$ cat src/rtl/sr_wprot_pkg.sv
package sr_wprot_pkg;

    localparam int STS_W = 8;

    typedef enum logic [1:0] {
        SPAN_NONE    = 2'b00,
        SPAN_QUARTER = 2'b01,
        SPAN_HALF    = 2'b10,
        SPAN_ALL     = 2'b11
    } prot_span_e;

    // nonvolatile part of the status byte
    typedef struct packed {
        logic       lock_en;
        prot_span_e span;
    } nv_bits_t;

    function automatic logic [STS_W-1:0] pack_status(nv_bits_t nv, logic wel, logic wip);
        return {nv.lock_en, 3'b000, nv.span, wel, wip};
    endfunction

    function automatic nv_bits_t unpack_nv(logic [STS_W-1:0] d);
        nv_bits_t r;
        r.lock_en = d[7];
        r.span    = prot_span_e'(d[3:2]);
        return r;
    endfunction

endpackage

$ cat src/rtl/sr_wprot_latch.sv
module sr_wprot_latch (
    input  logic clk,
    input  logic rst,
    input  logic set_en_i,
    input  logic clr_en_i,
    input  logic start_i,
    input  logic done_i,
    output logic wel_o,
    output logic busy_o
);
    logic wel_q;
    logic busy_q;

    always_ff @(posedge clk) begin
        if (rst) begin
            wel_q  <= 1'b0;
            busy_q <= 1'b0;
        end else begin
            if (clr_en_i || done_i)
                wel_q <= 1'b0;
            else if (set_en_i)
                wel_q <= 1'b1;
            if (done_i)
                busy_q <= 1'b0;
            else if (start_i)
                busy_q <= 1'b1;
        end
    end

    assign wel_o  = wel_q;
    assign busy_o = busy_q;
endmodule

$ cat src/rtl/sr_wprot_nvreg.sv
module sr_wprot_nvreg
    import sr_wprot_pkg::*;
(
    input  logic     clk,
    input  logic     commit_i,
    input  nv_bits_t new_i,
    input  logic     busy_i,
    output nv_bits_t live_o,
    output nv_bits_t shown_o
);
    // power-up value models delivery state; reset does not touch these
    nv_bits_t nv_q   = '0;
    nv_bits_t snap_q = '0;

    always_ff @(posedge clk) begin
        if (commit_i)
            nv_q <= new_i;
        if (!busy_i)
            snap_q <= nv_q;
    end

    assign live_o  = nv_q;
    assign shown_o = busy_i ? snap_q : nv_q;
endmodule

$ cat src/rtl/sr_wprot_region.sv
module sr_wprot_region
    import sr_wprot_pkg::*;
#(
    parameter int ADDR_W = 15
) (
    input  prot_span_e        span_i,
    input  logic [ADDR_W-1:0] addr_i,
    output logic              hit_o
);
    localparam int TOP = ADDR_W - 1;

    always_comb begin
        unique case (span_i)
            SPAN_NONE:    hit_o = 1'b0;
            SPAN_QUARTER: hit_o = addr_i[TOP] & addr_i[TOP-1];
            SPAN_HALF:    hit_o = addr_i[TOP];
            default:      hit_o = 1'b1;
        endcase
    end
endmodule

$ cat src/rtl/sr_wprot_unit.sv
module sr_wprot_unit
    import sr_wprot_pkg::*;
#(
    parameter int ADDR_W = 15
) (
    input  logic              clk,
    input  logic              rst,
    input  logic              wp_n_i,
    input  logic              wren_i,
    input  logic              wrdi_i,
    input  logic              sts_req_i,
    input  logic [STS_W-1:0]  sts_data_i,
    input  logic [ADDR_W-1:0] arr_addr_i,
    input  logic              cyc_start_i,
    input  logic              cyc_done_i,
    output logic [STS_W-1:0]  status_o,
    output logic              sts_grant_o,
    output logic              arr_grant_o
);
    logic     wel;
    logic     busy;
    logic     hw_lock;
    logic     region_hit;
    logic     commit;
    nv_bits_t nv_live;
    nv_bits_t nv_shown;

    sr_wprot_latch u_latch (
        .clk      (clk),
        .rst      (rst),
        .set_en_i (wren_i),
        .clr_en_i (wrdi_i),
        .start_i  (cyc_start_i),
        .done_i   (cyc_done_i),
        .wel_o    (wel),
        .busy_o   (busy)
    );

    sr_wprot_nvreg u_nv (
        .clk      (clk),
        .commit_i (commit),
        .new_i    (unpack_nv(sts_data_i)),
        .busy_i   (busy),
        .live_o   (nv_live),
        .shown_o  (nv_shown)
    );

    sr_wprot_region #(.ADDR_W(ADDR_W)) u_region (
        .span_i (nv_live.span),
        .addr_i (arr_addr_i),
        .hit_o  (region_hit)
    );

    assign hw_lock     = nv_live.lock_en & ~wp_n_i;
    assign sts_grant_o = wel & ~busy & ~hw_lock;
    assign commit      = sts_req_i & sts_grant_o;
    assign arr_grant_o = wel & ~busy & ~region_hit;
    assign status_o    = pack_status(nv_shown, wel, busy);
endmodule

$ cat config.mk
export PLATFORM = sky130hd
export DESIGN_NAME = sr_wprot_unit
export DESIGN_NICKNAME = d
export VERILOG_FILES = /design/src/rtl/sr_wprot_pkg.sv /design/src/rtl/sr_wprot_latch.sv /design/src/rtl/sr_wprot_nvreg.sv /design/src/rtl/sr_wprot_region.sv /design/src/rtl/sr_wprot_unit.sv
export SDC_FILE = /design/constraint.sdc
export NUM_CORES = 1
export LEC_CHECK = 0
export BUFFER_PORTS_ARGS = -buffer_cell sky130_fd_sc_hd__buf_2
export CAP_MARGIN = 15
export CORE_AREA = 2 2 39 41
export CTS_CLUSTER_SIZE = 24
export DETAILED_ROUTE_END_ITERATION = 6
export DIE_AREA = 0 0 41 43
export MAX_ROUTING_LAYER = met4
export PLACE_DENSITY = 0.63
export SLEW_MARGIN = 10
export SYNTH_ARGS = -nofsm -noshare
export SYNTH_HDL_FRONTEND = slang
export SYNTH_SLANG_ARGS = --single-unit
$ cat constraint.sdc
create_clock -name clk -period 1.2 [get_ports clk]
set_clock_uncertainty 0.05 [all_clocks]
set_input_delay 0.06 -clock clk [delete_from_list [all_inputs] [get_ports clk]]
set_output_delay 0.06 -clock clk [all_outputs]
set_load 0.005 [all_outputs]
Word-level counts from Yosys, hierarchy flattened
Cells that the tools add are included.

$add $sub $neg: 0. $mul: 0. Div/mod/pow operators: 0. $lt $le $gt $ge: 0. Eq/ne operators: 2. Shift operators: 0. Mux-type cells: 2. Bitwise logic cells: 10. Reduce and logical (&&, ||, !) cells: 4.

Operators with widths (count): bitwise AND 1 bit (6); NOT 1 bit (4); OR reduction 2 bit (2); two-way mux 3 bit (1); case mux 1 bit (3 select lines) (1); equality test 2 x 1 -> 1 bit (second input constant) (1); equality test 2 bit (second input constant) (1); zero test 2 bit (1); logical OR 1 bit (1).

Flip-flop bits (word level): 8. Latch bits: 0. RAM bits: 0. Bits in read-only memories: 0. Input bits: 31. Output and inout bits: 10. Word-level logic and storage cells: 24. Memories: 0.

Longest topological paths before layout
Depth in word-level cells: 5. Depth in mapped cells: 2. Mapped depth without buffers: 2.

Hierarchy
Synthesis repeated with hierarchy kept, for this count alone.

Cell total of the unflattened synthesis: 30. Area total of the unflattened synthesis: 346.6 sq um.

Modules (own cells, without submodules): sr_wprot_nvreg (times used 1, cells an instance 9, area an instance 183.9 sq um, sequential area each 150.1 sq um); sr_wprot_unit (times used 1, cells an instance 12, area an instance 83.8 sq um, sequential area each 0.0 sq um); sr_wprot_latch (times used 1, cells an instance 6, area an instance 65.1 sq um, sequential area each 40.0 sq um); sr_wprot_region (times used 1, cells an instance 3, area an instance 13.8 sq um, sequential area each 0.0 sq um).

Worst setup path after synthesis
No wires, ideal clock.

Kind: register to register. From: register u_nv.nv_q, in the netlist u_nv.live_o[2]. To: register u_nv.nv_q, in the netlist u_nv.live_o[0] (enable). Setup time: 0.303 ns. Arrival time: 0.728 ns. Data required time: 0.847 ns. Path slack: 0.119 ns. Cell stages (with the launch flop): 3. Path through: edfxtp_1 > nor2b_1 > and3b_1.

Longest elaborated chain between the ends: 4.

Ends and longest elaborated chain: start, declared (line sr_wprot_nvreg.sv:12) `nv_bits_t nv_q = '0;`; start signal, assigned (line sr_wprot_nvreg.sv:17) `nv_q <= new_i;`; bitwise AND 1 bit (line sr_wprot_unit.sv:54) `assign hw_lock = nv_live.lock_en & ~wp_n_i;`; NOT 1 bit (line sr_wprot_unit.sv:55) `assign sts_grant_o = wel & ~busy & ~hw_lock;`; bitwise AND 1 bit (line sr_wprot_unit.sv:55); bitwise AND 1 bit (line sr_wprot_unit.sv:56) `assign commit = sts_req_i & sts_grant_o;`; named net commit (line sr_wprot_unit.sv:24) `logic commit;`.

The timed path passes the listed nets, and every way through them passes these cells. A chain may end at the register's enable or synchronous reset.

Final worst setup path
From: register u_nv.nv_q, in the netlist u_nv.live_o[0]. To: output status_o[2].

Longest elaborated chain between the ends: 1.

Ends and longest elaborated chain: two-way mux 3 bit (line sr_wprot_nvreg.sv:23) `assign shown_o = busy_i ? snap_q : nv_q;`; end, declared (line sr_wprot_unit.sv:16) `output logic [STS_W-1:0] status_o,`.

Every way passes these cells.

==> flow_metrics.py <==
metrics = {
    "sta": {
        "final_max_slew_viol_count": 0,
        "max_freq_ghz": 0.845,
        "hold_viol": 0,
        "fin_crit_sh_pct": 98.6,
        "holdWs_ns": 0.0273,
        "setup_viol": 0,
        "fin_crit_ns": 1.18,
        "rsz0062_at_grt": "true",
        "setup_tns_ns": 0,
    },
    "power_and_ir_drop": {
        "power.switching_uw": 115,
        "design_power_total_uw": 581,
        "ir_drop_mv": 0.943,
        "powerDensity_nw_per_um2": 1010,
        "power.leakage_uw": 0.000275,
        "clkPwrFrac_pct": 36.7,
        "swShare_pct": 19.8,
        "power_frac_comb_pct": 12.6,
        "p_seq_share_pct": 50.7,
        "internal_power_uw": 466,
    },
    "worst_setup_path": {
        "required_ns": 1.09,
        "worstPathMaxFanout": 3,
        "r2r_setup_slack_ns": 0.07,
        "critPathKind": "reg -> out",
        "crit_path_start_kind": "register",
        "path_cells": "mux2_4, buf_6",
        "regToRegEndpoint": "u_nv.live_o[2]",
        "r2r-start": "u_nv.live_o[2]",
        "arrival_ns": 1.07,
        "slowest_stage": "edfxtp_1",
        "reg2reg_depth": 2,
        "cpPeakStageDelay_ns": 0.41,
        "critPathCaptureType": "primary output",
    },
    "detailed_routing": {
        "dr.pass1.iters": 2,
        "ant_nets": 0,
        "first_iter_violations": 1,
        "wl_per_cell_um": 9.15,
        "wl_met2_um": 305,
        "dr_total_vias": 282,
        "drc": 0,
        "avgViaCountPerCell": 3.92,
        "top_layer_used": "met3",
        "met1Wirelength_um": 271,
        "wl_um": 659,
        "wl_met3_um": 82,
    },
    "grt": {
        "grt_pass1_vias": 253,
        "grt_max_degree": 7,
        "grt_pass1_wl_um": 917,
        "grt.overflow.total": 0,
        "antenna_found_initial": 0,
        "grt_util_all_layers_pct": 8.28,
    },
    "cts": {
        "cts_htree_levels": 1,
        "clkLatencyLatePin_ns": 0.24,
        "cts_sinks": 8,
        "cts-root-buf": "clkbuf_4",
        "clockBufferDepth": 2,
        "clk_pin_slew_ns": 0.06,
        "cts_tree": "yes",
        "cts_buffers": 3,
    },
    "logic_synthesis": {
        "ys_warn_count": 0,
        "synth.top_cell.area_share_pct": 30.5,
        "syn_area_um2": 328,
        "ys_seq_elements": 8,
        "synth_seq_area_share_pct": 58.0,
        "postSynthAreaPerCell_um2": 11.7,
        "synth_area_leaders": "dfxtp_1 31%, edfxtp_1 27%, buf_4 11%",
        "synthCells": 28,
        "synth.distinct_cells": 13,
        "synth_top_area_cell": "dfxtp_1",
    },
    "min_path": {
        "whs_path_depth": 3,
        "min_to": "u_latch.wel_o",
        "hp-start": "wren_i",
        "min_path_type": "in -> reg",
    },
    "die": {
        "rows": 14,
        "initial_utilization_pct": 23.7,
        "core_um2": 1380,
        "die_w_um": 41,
        "io_pins": 41,
        "die_y_um": 43,
        "die-area_um2": 1760,
    },
    "outcome": {
        "status": "finished clean",
    },
    "layout": {
        "n_antenna_cell": 0,
        "syn_to_final_growth_pct": 76.0,
        "fin_nets": 88,
        "drive_gt1_share_pct": 58.9,
        "design_area_um2": 577,
        "final_util_pct": 41.7,
    },
    "placement": {
        "io_buffer_count": 19,
        "place_area_um2": 420,
        "gp_congestion": 0.670,
    },
    "flow_run": {
        "maxCapViolations": 0,
    },
}
## per-stage QoR
step | setup WS, ns | instances
2_1_floorplan | 0.119 | 30
3_3_place_gp | 0.0768 | 61
3_5_place_dp | 0.0660 | 61
4_1_cts | -0.0333 | 71
5_1_grt | -0.0362 | 72
6_report | 0.0165 | 72
## worst max path at each step
stage | startpoint | end | slack [ns] | cells after the start
global placement | u_nv.live_o[2] | u_nv.live_o[2] | 0.08 | 2
global route | u_latch.busy_o | arr_grant_o | -0.04 | 4
floorplan | u_nv.live_o[2] | u_nv.live_o[0] | 0.12 | 2
finish | u_nv.live_o[0] | status_o[2] | 0.02 | 2
CTS | u_latch.busy_o | status_o[3] | -0.03 | 2
detailed placement | u_latch.busy_o | u_nv.live_o[2] | 0.07 | 2
## area by class of cell
cell class	count	area, um^2
multi-input combinational	17	143
clock buffer	4	26.3
tap	16	20.0
timing repair buffer	27	193
sequential	8	195
fill	146	807
## synth_stat cells
master	n
edfxtp_1	3
nor2_1	2
and3b_1	1
nor3_1	1
o21ai_0	1
conb_1	1
mux2_1	3
nand3_1	1
and3_1	1
buf_4	5
nor4_1	1
dfxtp_1	5
nor2b_1	3
## power groups by stage
stage	combinational [uW]	clock, uW	sequential (uW)
after global placement	42.6	0	299
final	73.4	213	295
after global routing	80.6	243	295
after detailed placement	43.3	0	299
after CTS	59.1	221	294
after floorplan	24.8	0	298
## cell usage in the layout, fill, tap and decap left out
cell type      Yosys  layout
buf_4              5       1
mux2_4             0       3
clkbuf_4           0       3
edfxtp_1           3       3
o21ai_0            1       1
dfxtp_4            0       1
dfxtp_2            0       1
buf_6              0       4
and3b_2            0       1
conb_1             1       3
buf_2              0      16
nand3_1            1       1
dlygate4sd3_1      0       6
nor4_1             1       1
nor3_1             1       1
clkbuf_1           0       1
nor2b_4            0       3
dfxtp_1            5       3
and3_1             1       1
nor2_1             2       2
## per-layer routing
layer  vias to the layer above  GRT usage [%]
li1                        144              -
met1                       120           9.51
met2                        18           11.3
met3                         0           6.28
met4                         0           2.00
met5                         -              -
## cell families after synthesis
| group | after synthesis | synth area share, % |
|---|---|---|
| flops | 8 | 58.0 |
| compound gates | 1 | 1.53 |
| other cells | 1 | 1.14 |
| mux | 3 | 10.3 |
| buf+inv | 5 | 11.5 |
| simple gates | 10 | 17.6 |
## worst max-delay path: cells and delay by family, from the launching register on
kind,cells,cell delay (ns)
buffers and inverters,1,0.12
flip-flops,1,0.41
multiplexers,1,0.30
## registers in the layout, indices dropped and copies added (netlist names)
register	count
u_latch.busy_o	1
u_latch.wel_o	1
u_nv.live_o	3
u_nv.snap_q	3
## timing repair
item,CTS,global route
endpoints found under the hold margin,5,0
buffers inserted,0,1
gates resized for setup,5,12
hold buffers,6,0
setup endpoints to repair,5,6
(Power assumes the default switching activity.)
